File: config.mk
export PLATFORM = sky130hd
export DESIGN_NAME = i2c_reg_slave
export DESIGN_NICKNAME = d
export VERILOG_FILES = /design/src/rtl/i2c_rs_pkg.sv /design/src/rtl/i2c_line_filter.sv /design/src/rtl/i2c_bus_events.sv /design/src/rtl/i2c_reg_slave.sv
export SDC_FILE = /design/constraint.sdc
export NUM_CORES = 1
export LEC_CHECK = 0
export BUFFER_PORTS_ARGS = -buffer_cell sky130_fd_sc_hd__buf_2
export CAP_MARGIN = 20
export CORE_AREA = 5 5 82 69
export DETAILED_ROUTE_END_ITERATION = 16
export DIE_AREA = 0 0 87 74
export PLACE_DENSITY = 0.66
export SYNTH_ARGS = -nofsm -noshare
export SYNTH_HDL_FRONTEND = slang
export SYNTH_SLANG_ARGS = --single-unit
File: constraint.sdc
create_clock -name clk -period 4.7 [get_ports clk]
set_clock_uncertainty 0.15 [all_clocks]
set_input_delay 0 -clock clk [delete_from_list [all_inputs] [get_ports clk]]
set_output_delay 0 -clock clk [all_outputs]
set_load 0.02 [all_outputs]
File: src/rtl/i2c_rs_pkg.sv
package i2c_rs_pkg;
    localparam int BYTE_W = 8;

    typedef enum logic [3:0] {
        ST_IDLE,
        ST_DEV_ADDR,
        ST_DEV_ACK,
        ST_REG_ADDR,
        ST_REG_ACK,
        ST_WR_DATA,
        ST_WR_ACK,
        ST_RD_DATA,
        ST_RD_ACK,
        ST_IGNORE
    } i2c_state_e;
endpackage

File: src/rtl/i2c_line_filter.sv
module i2c_line_filter #(
    parameter int FILT_LEN = 4
) (
    input  logic clk,
    input  logic rst_n,
    input  logic line_i,
    output logic line_o
);
    localparam int CNT_W = $clog2(FILT_LEN + 1);

    logic [1:0]       sync_q;
    logic [CNT_W-1:0] hold_cnt;

    always_ff @(posedge clk or negedge rst_n) begin
        if (!rst_n) begin
            sync_q   <= 2'b11;
            line_o   <= 1'b1;
            hold_cnt <= '0;
        end else begin
            sync_q <= {sync_q[0], line_i};
            if (sync_q[1] == line_o) begin
                hold_cnt <= '0;
            end else if (hold_cnt == CNT_W'(FILT_LEN - 1)) begin
                line_o   <= sync_q[1];
                hold_cnt <= '0;
            end else begin
                hold_cnt <= hold_cnt + 1'b1;
            end
        end
    end
endmodule

File: src/rtl/i2c_bus_events.sv
module i2c_bus_events (
    input  logic clk,
    input  logic rst_n,
    input  logic scl_f,
    input  logic sda_f,
    output logic scl_rise,
    output logic scl_fall,
    output logic start_det,
    output logic stop_det
);
    logic scl_q, sda_q;

    always_ff @(posedge clk or negedge rst_n) begin
        if (!rst_n) begin
            scl_q <= 1'b1;
            sda_q <= 1'b1;
        end else begin
            scl_q <= scl_f;
            sda_q <= sda_f;
        end
    end

    assign scl_rise  = scl_f & ~scl_q;
    assign scl_fall  = ~scl_f & scl_q;
    assign start_det = scl_f & scl_q & sda_q & ~sda_f;
    assign stop_det  = scl_f & scl_q & ~sda_q & sda_f;
endmodule

File: src/rtl/i2c_reg_slave.sv
module i2c_reg_slave
    import i2c_rs_pkg::*;
#(
    parameter logic [2:0] DEV_ADDR_HI = 3'b100,
    parameter int         STRAP_W     = 4,
    parameter int         RSEL_W      = 4,
    parameter int         FILT_LEN    = 4
) (
    input  logic              clk,
    input  logic              rst_n,
    input  logic              scl_i,
    input  logic              sda_i,
    output logic              sda_oe,
    input  logic [STRAP_W-1:0] addr_strap,
    output logic [RSEL_W-1:0] reg_addr,
    output logic              reg_wr,
    output logic [BYTE_W-1:0] reg_wdata,
    output logic              reg_rd,
    input  logic [BYTE_W-1:0] reg_rdata
);
    localparam int ADDR_W = 3 + STRAP_W;
    localparam int BCNT_W = $clog2(BYTE_W + 1);
    localparam logic [BCNT_W-1:0] LAST_BIT = BCNT_W'(BYTE_W);

    logic scl_f, sda_f, scl_rise, scl_fall, start_det, stop_det;
    i2c_state_e state, nxt;
    logic [BYTE_W-1:0] sh;
    logic [BCNT_W-1:0] bit_cnt;
    logic [RSEL_W-1:0] ptr;
    logic rw_q;
    logic [ADDR_W-1:0] dev_addr;
    logic byte_done, addr_hit, ra_ok, shift_state;

    i2c_line_filter #(.FILT_LEN(FILT_LEN)) u_scl_filt (
        .clk(clk), .rst_n(rst_n), .line_i(scl_i), .line_o(scl_f));
    i2c_line_filter #(.FILT_LEN(FILT_LEN)) u_sda_filt (
        .clk(clk), .rst_n(rst_n), .line_i(sda_i), .line_o(sda_f));
    i2c_bus_events u_evt (
        .clk(clk), .rst_n(rst_n), .scl_f(scl_f), .sda_f(sda_f),
        .scl_rise(scl_rise), .scl_fall(scl_fall),
        .start_det(start_det), .stop_det(stop_det));

    assign dev_addr    = {DEV_ADDR_HI, addr_strap};
    assign byte_done   = scl_fall && (bit_cnt == LAST_BIT);
    assign addr_hit    = (sh[BYTE_W-1:1] == dev_addr);
    assign ra_ok       = (sh[2:1] == 2'b00);
    assign shift_state = (state == ST_DEV_ADDR) || (state == ST_REG_ADDR) ||
                         (state == ST_WR_DATA)  || (state == ST_RD_DATA);

    // next-state logic
    always_comb begin
        nxt = state;
        unique case (state)
            ST_IDLE, ST_IGNORE: nxt = state;
            ST_DEV_ADDR: if (byte_done) nxt = addr_hit ? ST_DEV_ACK : ST_IGNORE;
            ST_DEV_ACK:  if (scl_fall) nxt = rw_q ? ST_RD_DATA : ST_REG_ADDR;
            ST_REG_ADDR: if (byte_done) nxt = ra_ok ? ST_REG_ACK : ST_IGNORE;
            ST_REG_ACK:  if (scl_fall) nxt = ST_WR_DATA;
            ST_WR_DATA:  if (byte_done) nxt = ST_WR_ACK;
            ST_WR_ACK:   if (scl_fall) nxt = ST_WR_DATA;
            ST_RD_DATA:  if (byte_done) nxt = ST_RD_ACK;
            ST_RD_ACK: begin
                if (scl_rise && sda_f) nxt = ST_IGNORE;
                else if (scl_fall)     nxt = ST_RD_DATA;
            end
            default: nxt = ST_IDLE;
        endcase
        if (start_det)     nxt = ST_DEV_ADDR;
        else if (stop_det) nxt = ST_IDLE;
    end

    // state register
    always_ff @(posedge clk or negedge rst_n) begin
        if (!rst_n) state <= ST_IDLE;
        else        state <= nxt;
    end

    // register-bus strobes
    always_comb begin
        reg_addr  = ptr;
        reg_wdata = sh;
        reg_wr    = (state == ST_WR_DATA) && byte_done;
        reg_rd    = scl_fall && (((state == ST_DEV_ACK) && rw_q) || (state == ST_RD_ACK));
    end

    // datapath and SDA drive
    always_ff @(posedge clk or negedge rst_n) begin
        if (!rst_n) begin
            sh      <= '0;
            bit_cnt <= '0;
            ptr     <= '0;
            rw_q    <= 1'b0;
            sda_oe  <= 1'b0;
        end else if (start_det || stop_det) begin
            bit_cnt <= '0;
            sda_oe  <= 1'b0;
        end else begin
            if (scl_rise && shift_state && (bit_cnt != LAST_BIT)) begin
                bit_cnt <= bit_cnt + 1'b1;
                if (state != ST_RD_DATA) sh <= {sh[BYTE_W-2:0], sda_f};
            end
            if (scl_fall) begin
                unique case (state)
                    ST_DEV_ADDR: if (byte_done) begin
                        rw_q    <= sh[0];
                        sda_oe  <= addr_hit;
                        bit_cnt <= '0;
                    end
                    ST_DEV_ACK: begin
                        bit_cnt <= '0;
                        if (rw_q) begin
                            sh     <= reg_rdata;
                            ptr    <= ptr + 1'b1;
                            sda_oe <= ~reg_rdata[BYTE_W-1];
                        end else begin
                            sda_oe <= 1'b0;
                        end
                    end
                    ST_REG_ADDR: if (byte_done) begin
                        bit_cnt <= '0;
                        sda_oe  <= ra_ok;
                        if (ra_ok) ptr <= sh[RSEL_W+2:3];
                    end
                    ST_REG_ACK, ST_WR_ACK: begin
                        sda_oe  <= 1'b0;
                        bit_cnt <= '0;
                    end
                    ST_WR_DATA: if (byte_done) begin
                        ptr     <= ptr + 1'b1;
                        sda_oe  <= 1'b1;
                        bit_cnt <= '0;
                    end
                    ST_RD_DATA: begin
                        if (byte_done) begin
                            sda_oe  <= 1'b0;
                            bit_cnt <= '0;
                        end else begin
                            sh     <= {sh[BYTE_W-2:0], 1'b0};
                            sda_oe <= ~sh[BYTE_W-2];
                        end
                    end
                    ST_RD_ACK: begin
                        sh      <= reg_rdata;
                        ptr     <= ptr + 1'b1;
                        sda_oe  <= ~reg_rdata[BYTE_W-1];
                        bit_cnt <= '0;
                    end
                    default: ;
                endcase
            end
        end
    end


    ignore_quiet_chk: assert property (@(posedge clk) disable iff (!rst_n)
        (state == ST_IGNORE) |-> (!sda_oe && !reg_wr && !reg_rd));

    strobe_excl_chk: assert property (@(posedge clk) disable iff (!rst_n)
        !(reg_wr && reg_rd));

    wr_incr_chk: assert property (@(posedge clk) disable iff (!rst_n)
        reg_wr |=> (reg_addr == $past(reg_addr) + 1'b1));

    rd_incr_chk: assert property (@(posedge clk) disable iff (!rst_n)
        reg_rd |=> (reg_addr == $past(reg_addr) + 1'b1));

    start_restart_chk: assert property (@(posedge clk) disable iff (!rst_n)
        start_det |=> (state == ST_DEV_ADDR));

    stop_idle_chk: assert property (@(posedge clk) disable iff (!rst_n)
        (stop_det && !start_det) |=> (state == ST_IDLE));

    sda_low_phase_chk: assert property (@(posedge clk) disable iff (!rst_n)
        (!$stable(sda_oe) && !$past(start_det) && !$past(stop_det)) |-> !scl_f);
endmodule

==> impl_metrics.yaml, run 1 <==
place:
  place_congestion: 0.885
  pre_cts_ws_ps: 2170
  port_buffers: 30
  hpwlAfterDp_mm: 3.56
final_layout:
  seq_area_um2: 911
  antenna_cells: 0
  fillers: 430
  drive_above_1_share: 0.215
  syn_to_final_growth_pct: 18.0
  nets: 285
  multiInputGateArea_mm2: 0.00125
global_route:
  grt_overflow_total: 0
  grt_start_max_net_pins: 37
  grt_usage: 0.175
  antenna_found_initial: 0
  grt_pass1_vias: 1763
  grt_pass1_wl_mm: 8.66
worst_setup_path:
  crit_type: "flip-flop to flip-flop"
  critPathCaptureType: "flip-flop"
  r2r_cells: 5
  timing.rr.end: "reg_wdata[4]"
  cp-start-kind: "flip-flop"
  reg2reg_slack_ps: 2150
  worstPathCellList: "or4b_4, o31a_4, nor4_4, o22ai_2, a221o_1"
  critPathArrivalTime_ps: 2580
  critPathBufInv: 0
  cp-startpoint: "state[1]"
  cpPeakStageDelay_ps: 670
  cp_slowest_cell: "or4b_4"
  r2r-start: "state[1]"
  crit_required_ps: 4730
  crit_family: "simple AND/OR/NAND/NOR gates"
  path_max_fanout: 26
die:
  dieArea_mm2: 0.00644
  num_rows: 23
  core_mm2: 0.00481
  die_h_um: 74
  ios: 31
  start_util: 0.461
  die_w_um: 87
power_and_ir_drop:
  p_int_w: 0.000592
  p_sw_frac: 0.298
  pwr-share-seq: 0.485
  ir_worst_vdd_uv: 193
  p_switching_w: 0.000251
  power_w: 0.000842
  p_comb_frac: 0.195
  clockPowerShare: 0.320
  power_density_mw_per_mm2: 322
  p_leak_nw: 1.08
synth:
  yosys.area.top_type: "dfrtp_1"
  synth_ff_type: "dfrtp_1"
  synthXorXnorAreaFrac: 0.0435
  synth_edf_count: 0
  synth.distinct_cells: 54
  synth_compound_area_frac: 0.210
  synth_mux_area_frac: 0.0288
  ys_warn_count: 0
  synth_area_leaders: "dfrtp_1, dfstp_2, nor2_1"
  ys_seq_elements: 36
  seq_area_frac_synth: 0.411
  syn_inst: 227
  synth_top_family_by_area: "simple AND/OR/NAND/NOR gates"
  yosys-top-cells-count: "dfrtp_1, nor2_1"
  netlist.area_leader.share: 0.316
  syn_area_mm2: 0.00222
  synth_area_per_cell_um2: 9.76
  syn_nets: 248
  synthAdderAreaFrac: 0.0282
  async_flop_share: 1.00
  synth-simple-area-share: 0.252
timing:
  tightest_slew_ps: 781
  rsz0062_at_grt: "false"
  drv_slew: 0
  setup_viol: 0
  period_needed_ps: 2550
  max_freq_mhz: 392
  fin_tns_setup_ps: 0
  period_share: 0.542
  report.final.hold_viol_count: 0
  slew_headroom: 0.480
  final.setup.worst_slack_ps: 2150
min_path:
  min_from: "addr_strap[0]"
  holdPathEnd: "state[1]"
  whs_path_depth: 6
  hp-class: "primary input to flip-flop"
clocking:
  cts_inserted_buffers: 5
  clkLatencyLatePin_ps: 300
  clk_pin_slew_ps: 70
  root_buffer: "clkbuf_8"
  tritoncts: "done"
  htreeDepth: 2
  ctsLongestPathBuffers: 2
  clock_sinks: 36
  postCtsResizedCells: 0
drt:
  avgViaCountPerCell: 5.84
  drc_errors: 0
  wl_per_cell_um: 15.5
  wl_mm: 5.06
  antenna_left: 0
  num_vias: 1910
  first_iter_violations: 160
  firstDrtPassIters: 5
run:
  cap_violations: 0
run_status:
  status: "finished clean"
-- routing by layer --
layer,vias to the layer above,share of wire,track usage
met5,-,0,0
met3,7,0.068,0.0554
met1,922,0.48,0.256
met4,0,0.014,0.0675
li1,931,-,-
met2,50,0.44,0.240
-- through the flow --
step	hold slack (ps)	utilization	instances	area [um2]
2_1_floorplan	-446	-	227	2220
3_3_place_gp	-44.7	0.499	308	2400
3_5_place_dp	-43.5	0.499	308	2400
4_1_cts	92.7	0.544	327	2620
5_1_grt	166	0.544	327	2620
6_report	94.8	0.544	327	2620
-- power by group through the flow --
stage	Sequential, W	Clock, W	Combinational, W
after floorplan	0.000387	0	0.000138
after global placement	0.000413	0	0.000155
after detailed placement	0.000415	0	0.000158
after CTS	0.000409	0.000279	0.000165
after global routing	0.000418	0.000297	0.000186
final	0.000409	0.000270	0.000164
-- logic make-up (layout without fill, tap and decap cells) --
family,Yosys count,after routing
AND/OR/NAND/NOR,94,94
AO/OA/AOI/OAI,61,61
flip-flops,36,36
buffers and inverters,14,52
XOR/XNOR,11,11
multiplexers,6,6
adder cells (fa/ha/maj),5,5
-- tightest hold or removal path, cell delays in order --
cell and delay, ps:
buf_2 80, xnor2_1 50, nand3_1 90, nor2_1 80
a21oi_1 130, o41ai_1 70
-- cell usage in the layout, fill, tap and decap left out, types with 2 or more instances in the layout --
cell	instances
buf_2	30
nor2_1	28
dfrtp_1	28
dlygate4sd3_1	11
nand2_1	9
xnor2_1	9
nor2b_1	9
a21oi_1	9
dfstp_2	8
nor3_1	7
o21ai_0	7
nor3b_1	7
nand3_1	7
a22oi_1	7
a221o_1	7
nand2b_1	5
o22ai_1	5
ha_1	5
clkbuf_8	5
nand3b_1	4
inv_1	3
and3b_1	3
mux2i_1	3
a2bb2oi_1	3
a31oi_1	3
o31ai_1	3
mux2_2	3
xor2_1	2
nand4_1	2
and2_1	2
nand4b_1	2
o41ai_1	2
o31a_1	2
-- state kept, by name (all words and copies together), names as in the netlist --
| register | flops |
|---|---|
| u_scl_filt.sync_q | 2 |
| u_scl_filt.hold_cnt | 3 |
| sda_oe | 1 |
| u_evt.scl_q | 1 |
| state | 4 |
| rw_q | 1 |
| u_evt.sda_q | 1 |
| reg_addr | 4 |
| u_scl_filt.line_o | 1 |
| reg_wdata | 8 |
| u_sda_filt.sync_q | 2 |
| u_sda_filt.line_o | 1 |
| bit_cnt | 4 |
| u_sda_filt.hold_cnt | 3 |
-- cell type report --
type                    count  share of cell area
inverters                   3             0.00431
multi-input cells         177               0.477
well taps                  62              0.0297
flip-flops and latches     36               0.348
repair buffers             41              0.0995
clock inverters             2              0.0134
clock buffers               6              0.0278
-- worst max path at each step --
stage | to | slack [ps] | cells past startpoint
6_report | reg_wdata[4] | 2150 | 5
5_1_grt | reg_wdata[4] | 2020 | 5
4_1_cts | reg_wdata[4] | 2150 | 5
3_5_place_dp | reg_wdata[4] | 2170 | 5
3_3_place_gp | reg_wdata[5] | 2210 | 5
2_1_floorplan | reg_wdata[1] | 2560 | 6
-- what timing repair did --
action,in CTS,in global routing
setup endpoints to repair,0,0
setup buffers,0,0
hold endpoints to repair,39,0
hold buffers,11,0
(Power assumes the default switching activity.)
==> run 2: changes to the inputs <==
--- a/config.mk
+++ b/config.mk
@@ -10,7 +10,7 @@
 export CORE_AREA = 5 5 82 69
 export DETAILED_ROUTE_END_ITERATION = 16
 export DIE_AREA = 0 0 87 74
-export PLACE_DENSITY = 0.66
+export PLACE_DENSITY = 0.68
 export SYNTH_ARGS = -nofsm -noshare
 export SYNTH_HDL_FRONTEND = slang
 export SYNTH_SLANG_ARGS = --single-unit
==> constraint.sdc (replaced) <==
create_clock -name clk -period 2.1 [get_ports clk]
set_clock_uncertainty 0.15 [all_clocks]
set_input_delay 0 -clock clk [delete_from_list [all_inputs] [get_ports clk]]
set_output_delay 0 -clock clk [all_outputs]
set_load 0.02 [all_outputs]
==> impl_metrics.yaml, run 2 (synthesis gave the netlist of run 1 again) <==
worst_setup_path:
  r2r-start: "state[0]"
  critPathCaptureType: "flip-flop"
  cp_slowest_cell: "or4b_4"
  cpPeakStageDelay_ps: 540
  worstPathCellList: "or4b_4, o31a_4, nor3_4, o22ai_4, a221o_1"
  path_max_fanout: 7
  cp-start-kind: "flip-flop"
  critPathArrivalTime_ps: 2170
  cp-startpoint: "state[0]"
  endpoint: "reg_wdata[6]"
  timing.rr.end: "reg_wdata[6]"
  crit_required_ps: 2130
  reg2reg_slack_ps: -30
  crit_type: "flip-flop to flip-flop"
  r2r_cells: 5
final_layout:
  final_common_cell: "buf_4"
  antenna_cells: 0
  most-common-layout-cells: "buf_4, buf_2, dfrtp_1"
  largest_reg_flops: 8
  seq_area_um2: 912
  fin_cells: 361
  fillers: 387
  syn_to_final_growth_pct: 35.1
  nets: 319
  multiInputGateArea_mm2: 0.00137
  drive_above_1_share: 0.375
min_path:
  hp-class: "primary input to flip-flop"
  min_from: "addr_strap[0]"
global_route:
  grt_pass1_vias: 1912
  grt_pass1_wl_mm: 9.09
  antenna_found_initial: 0
  grt_start_max_net_pins: 37
  grt_overflow_total: 0
  grt_usage: 0.185
power_and_ir_drop:
  p_comb_frac: 0.259
  ir_worst_vdd_uv: 534
  pwr-share-seq: 0.475
  p_leak_nw: 1.27
  clockPowerShare: 0.266
  power_density_mw_per_mm2: 637
  p_switching_w: 0.000634
  p_int_w: 0.00127
  p_sw_frac: 0.332
die:
  die_w_um: 87
  num_rows: 23
  die_h_um: 74
  ios: 31
  core_mm2: 0.00481
  dieArea_mm2: 0.00644
  start_util: 0.461
drt:
  wl_per_cell_um: 16.3
  drc_errors: 0
  wl_mm: 5.87
  num_vias: 2070
  antenna_left: 0
  firstDrtPassIters: 4
  avgViaCountPerCell: 5.73
  first_iter_violations: 138
timing:
  tightest_slew_ps: 816
  report.final.hold_viol_count: 0
  fin_tns_setup_ps: -211
  setup_viol: 8
  period_needed_ps: 2130
  drv_slew: 0
  max_freq_mhz: 468
  rsz0062_at_grt: "true"
  final.setup.worst_slack_ps: -34.5
  period_share: 1.02
  slew_headroom: 0.456
run:
  cap_violations: 0
clocking:
  htreeDepth: 2
  tritoncts: "done"
  clkLatencyLatePin_ps: 300
  clk_pin_slew_ps: 80
  ctsLongestPathBuffers: 2
  root_buffer: "clkbuf_8"
  cts_inserted_buffers: 5
  clock_sinks: 36
run_status:
  violations: "setup timing"
  status: "finished with violations"
place:
  hpwlAfterDp_mm: 4.06
  dpl.cell_count: 335
  port_buffers: 30
  place_congestion: 0.930
## run 2: routing by layer
| layer | part of all wire | wire length (um) | vias to the layer above | global-route usage |
|---|---|---|---|---|
| met1 | 0.47 | 2760 | 1010 | 0.272 |
| met3 | 0.053 | 314 | 10 | 0.0421 |
| met5 | 0 | 0 | - | 0 |
| met4 | 0.014 | 85 | 0 | 0.0657 |
| li1 | - | - | 1004 | - |
| met2 | 0.46 | 2710 | 46 | 0.269 |
## run 2: power groups by stage
stage | Sequential [W] | Combinational (W) | Clock (W)
final | 0.000906 | 0.000494 | 0.000508
after floorplan | 0.000869 | 0.000315 | 0
after global routing | 0.000921 | 0.000536 | 0.000543
after global placement | 0.000916 | 0.000426 | 0
after detailed placement | 0.000920 | 0.000437 | 0
after CTS | 0.000905 | 0.000464 | 0.000514
## run 2: timing repair
action / 4_1_cts / 5_1_grt
buffers inserted: 4 / 5
pin swaps: 3 / 8
resized for setup: 6 / 21
hold buffers: 11 / 0
endpoints found under the setup margin: 8 / 22
hold endpoints to repair: 38 / 0
## run 2: layout make-up
type,count,share of cell area
clock buffer,5,0.0230
clock inverter,3,0.00627
inverter,3,0.00376
multi-input combinational,177,0.457
sequential,36,0.305
tap,62,0.0259
timing repair buffer,75,0.180
## run 2: worst min-delay path by stage
stage	endpoint	slack, ps	cells past startpoint
6_report	state[1]	100	6
5_1_grt	state[1]	130	6
4_1_cts	state[1]	110	6
3_5_place_dp	u_sda_filt.sync_q[0]	-40	1
3_3_place_gp	u_sda_filt.sync_q[0]	-40	1
2_1_floorplan	bit_cnt[0]	-450	0
## run 2: worst max-delay path, delay by kind of cell, from the launching register on
kind	cells	cell delay, ps
compound gates	3	660
simple gates	2	810
flops	1	400
## run 2: through the flow
stage	hold WS [ps]	util	power (W)	cell area, um2	setup WS [ps]
after floorplan	-446	-	0.00118	2230	4.82
after detailed placement	-43.4	0.545	0.00136	2620	-101
after global placement	-44.6	0.545	0.00134	2620	-82.1
after global routing	134	0.623	0.00200	2990	-141
final	99.3	0.623	0.00191	2990	-34.5
after CTS	106	0.597	0.00188	2870	-4.03
==> run 3: changes to the inputs <==
--- a/config.mk
+++ b/config.mk
@@ -10,6 +10,7 @@
 export CORE_AREA = 5 5 82 69
 export DETAILED_ROUTE_END_ITERATION = 16
 export DIE_AREA = 0 0 87 74
+export GPL_TIMING_DRIVEN = 0
 export PLACE_DENSITY = 0.68
 export SYNTH_ARGS = -nofsm -noshare
 export SYNTH_HDL_FRONTEND = slang
==> impl_metrics.yaml, run 3 (synthesis gave the netlist of run 1 again) <==
run_status:
  status: "finished with violations"
  violations: "setup timing"
global_route:
  grt_pass1_vias: 1960
  grt_start_max_net_pins: 37
  antenna_found_initial: 0
  grt_pass1_wl_mm: 9.51
  grt_usage: 0.189
  grt_overflow_total: 0
clocking:
  htreeDepth: 2
  clk_pin_slew_ps: 80
  clock_sinks: 36
  root_buffer: "clkbuf_8"
  tritoncts: "done"
  ctsLongestPathBuffers: 2
  clkLatencyLatePin_ps: 290
  cts_inserted_buffers: 5
power_and_ir_drop:
  p_leak_nw: 1.23
  power_density_mw_per_mm2: 657
  pwr-share-seq: 0.467
  p_sw_frac: 0.329
  p_switching_w: 0.000637
  p_comb_frac: 0.263
  clockPowerShare: 0.271
  p_int_w: 0.00130
  ir_worst_vdd_uv: 596
drt:
  wl_mm: 5.87
  first_iter_violations: 205
  avgViaCountPerCell: 5.81
  num_vias: 2055
  antenna_left: 0
  wl_per_cell_um: 16.6
  firstDrtPassIters: 4
  drc_errors: 0
place:
  place_congestion: 0.876
  port_buffers: 30
  dpl.cell_count: 319
  hpwlAfterDp_mm: 3.87
final_layout:
  nets: 312
  largest_reg_flops: 8
  most-common-layout-cells: "buf_2, dfrtp_1, nor2_1"
  syn_to_final_growth_pct: 33.0
  drive_above_1_share: 0.349
  fin_cells: 354
  final_common_cell: "buf_2"
  fillers: 381
  antenna_cells: 0
die:
  core_mm2: 0.00481
  num_rows: 23
  die_w_um: 87
  ios: 31
  dieArea_mm2: 0.00644
  start_util: 0.461
  die_h_um: 74
min_path:
  whs_path_depth: 6
  hp-class: "primary input to flip-flop"
timing:
  report.final.hold_viol_count: 0
  drv_slew: 0
  rsz0062_at_grt: "true"
  max_freq_mhz: 464
  final.setup.worst_slack_ps: -56.9
  setup_viol: 9
  period_needed_ps: 2160
  slew_headroom: 0.476
  fin_tns_setup_ps: -335
  period_share: 1.03
  tightest_slew_ps: 786
worst_setup_path:
  path_max_fanout: 7
  crit_required_ps: 2120
  crit_type: "flip-flop to flip-flop"
  critPathCaptureType: "flip-flop"
  cp-start-kind: "flip-flop"
  r2r_cells: 5
  critPathArrivalTime_ps: 2180
run:
  cap_violations: 0
run 3: cell count changes in the layout (fill, tap and decap cells not counted), sizes merged:
cell and change:
clkinvlp +1, clkbuf +7, buf -12, clkinv -3
run 3: what timing repair did:
| action | in CTS | in global routing |
|---|---|---|
| pin swaps | 3 | 5 |
| resized for setup | 17 | 26 |
| hold buffers | 11 | 0 |
| setup buffers | 12 | 5 |
| setup endpoints to repair | 19 | 23 |
| hold endpoints to repair | 38 | 0 |
run 3: final cells by class:
cell class	instances	area (um2)	share of cell area
Multi-Input combinational cell	177	1390	0.472
Sequential cell	36	912	0.309
Timing Repair Buffer	58	388	0.132
Clock buffer	7	86.3	0.0293
Tap cell	62	77.6	0.0263
Buffer	10	72.6	0.0246
Inverter	3	11.3	0.00382
Clock inverter	1	7.51	0.00255
run 3: worst max-delay path: stages, from the launching register on:
cell and delay, ps:
dfrtp_2 420, or4b_4 570, o31a_4 150, nor4_4 220, o22ai_4 150, a221o_1 370
run 3: routing by layer:
layer / wire length (um) / GRT usage / vias to the layer above
met3: 372 / 0.0587 / 6
met5: 0 / 0 / -
li1: - / - / 984
met4: 64 / 0.0640 / 0
met2: 2730 / 0.283 / 55
met1: 2700 / 0.262 / 1010
run 3: final timing paths:
check | slack [ps] | from | end
setup reg to reg | -60 | state[1] | reg_wdata[6]
max in group asynchronous | 1080 | rst_n | state[1]
hold / removal | 130 | addr_strap[1] | state[1]
min in group asynchronous | 180 | rst_n | u_sda_filt.hold_cnt[0]
hold reg to reg | 210 | u_sda_filt.sync_q[0] | u_sda_filt.sync_q[1]
setup / recovery | -60 | state[1] | reg_wdata[6]
run 3: power groups by stage:
| stage | logic [W] | registers, W | clock network [W] |
|---|---|---|---|
| finish | 0.000509 | 0.000904 | 0.000525 |
| global route | 0.000557 | 0.000913 | 0.000571 |
| CTS | 0.000455 | 0.000900 | 0.000536 |
| detailed placement | 0.000416 | 0.000882 | 0 |
| global placement | 0.000408 | 0.000877 | 0 |
| floorplan | 0.000315 | 0.000869 | 0 |
run 3: through the flow:
| stage | total power (W) | worst slack (ps) | hold WS, ps | utilization | area, um2 |
|---|---|---|---|---|---|
| after floorplan | 0.00118 | 4.82 | -446 | - | 2230 |
| after global routing | 0.00204 | -131 | 205 | 0.613 | 2950 |
| after global placement | 0.00129 | -210 | -44.1 | 0.511 | 2460 |
| after CTS | 0.00189 | -51.2 | 99.8 | 0.588 | 2830 |
| final | 0.00194 | -56.9 | 129 | 0.613 | 2950 |
| after detailed placement | 0.00130 | -263 | -43.4 | 0.511 | 2460 |
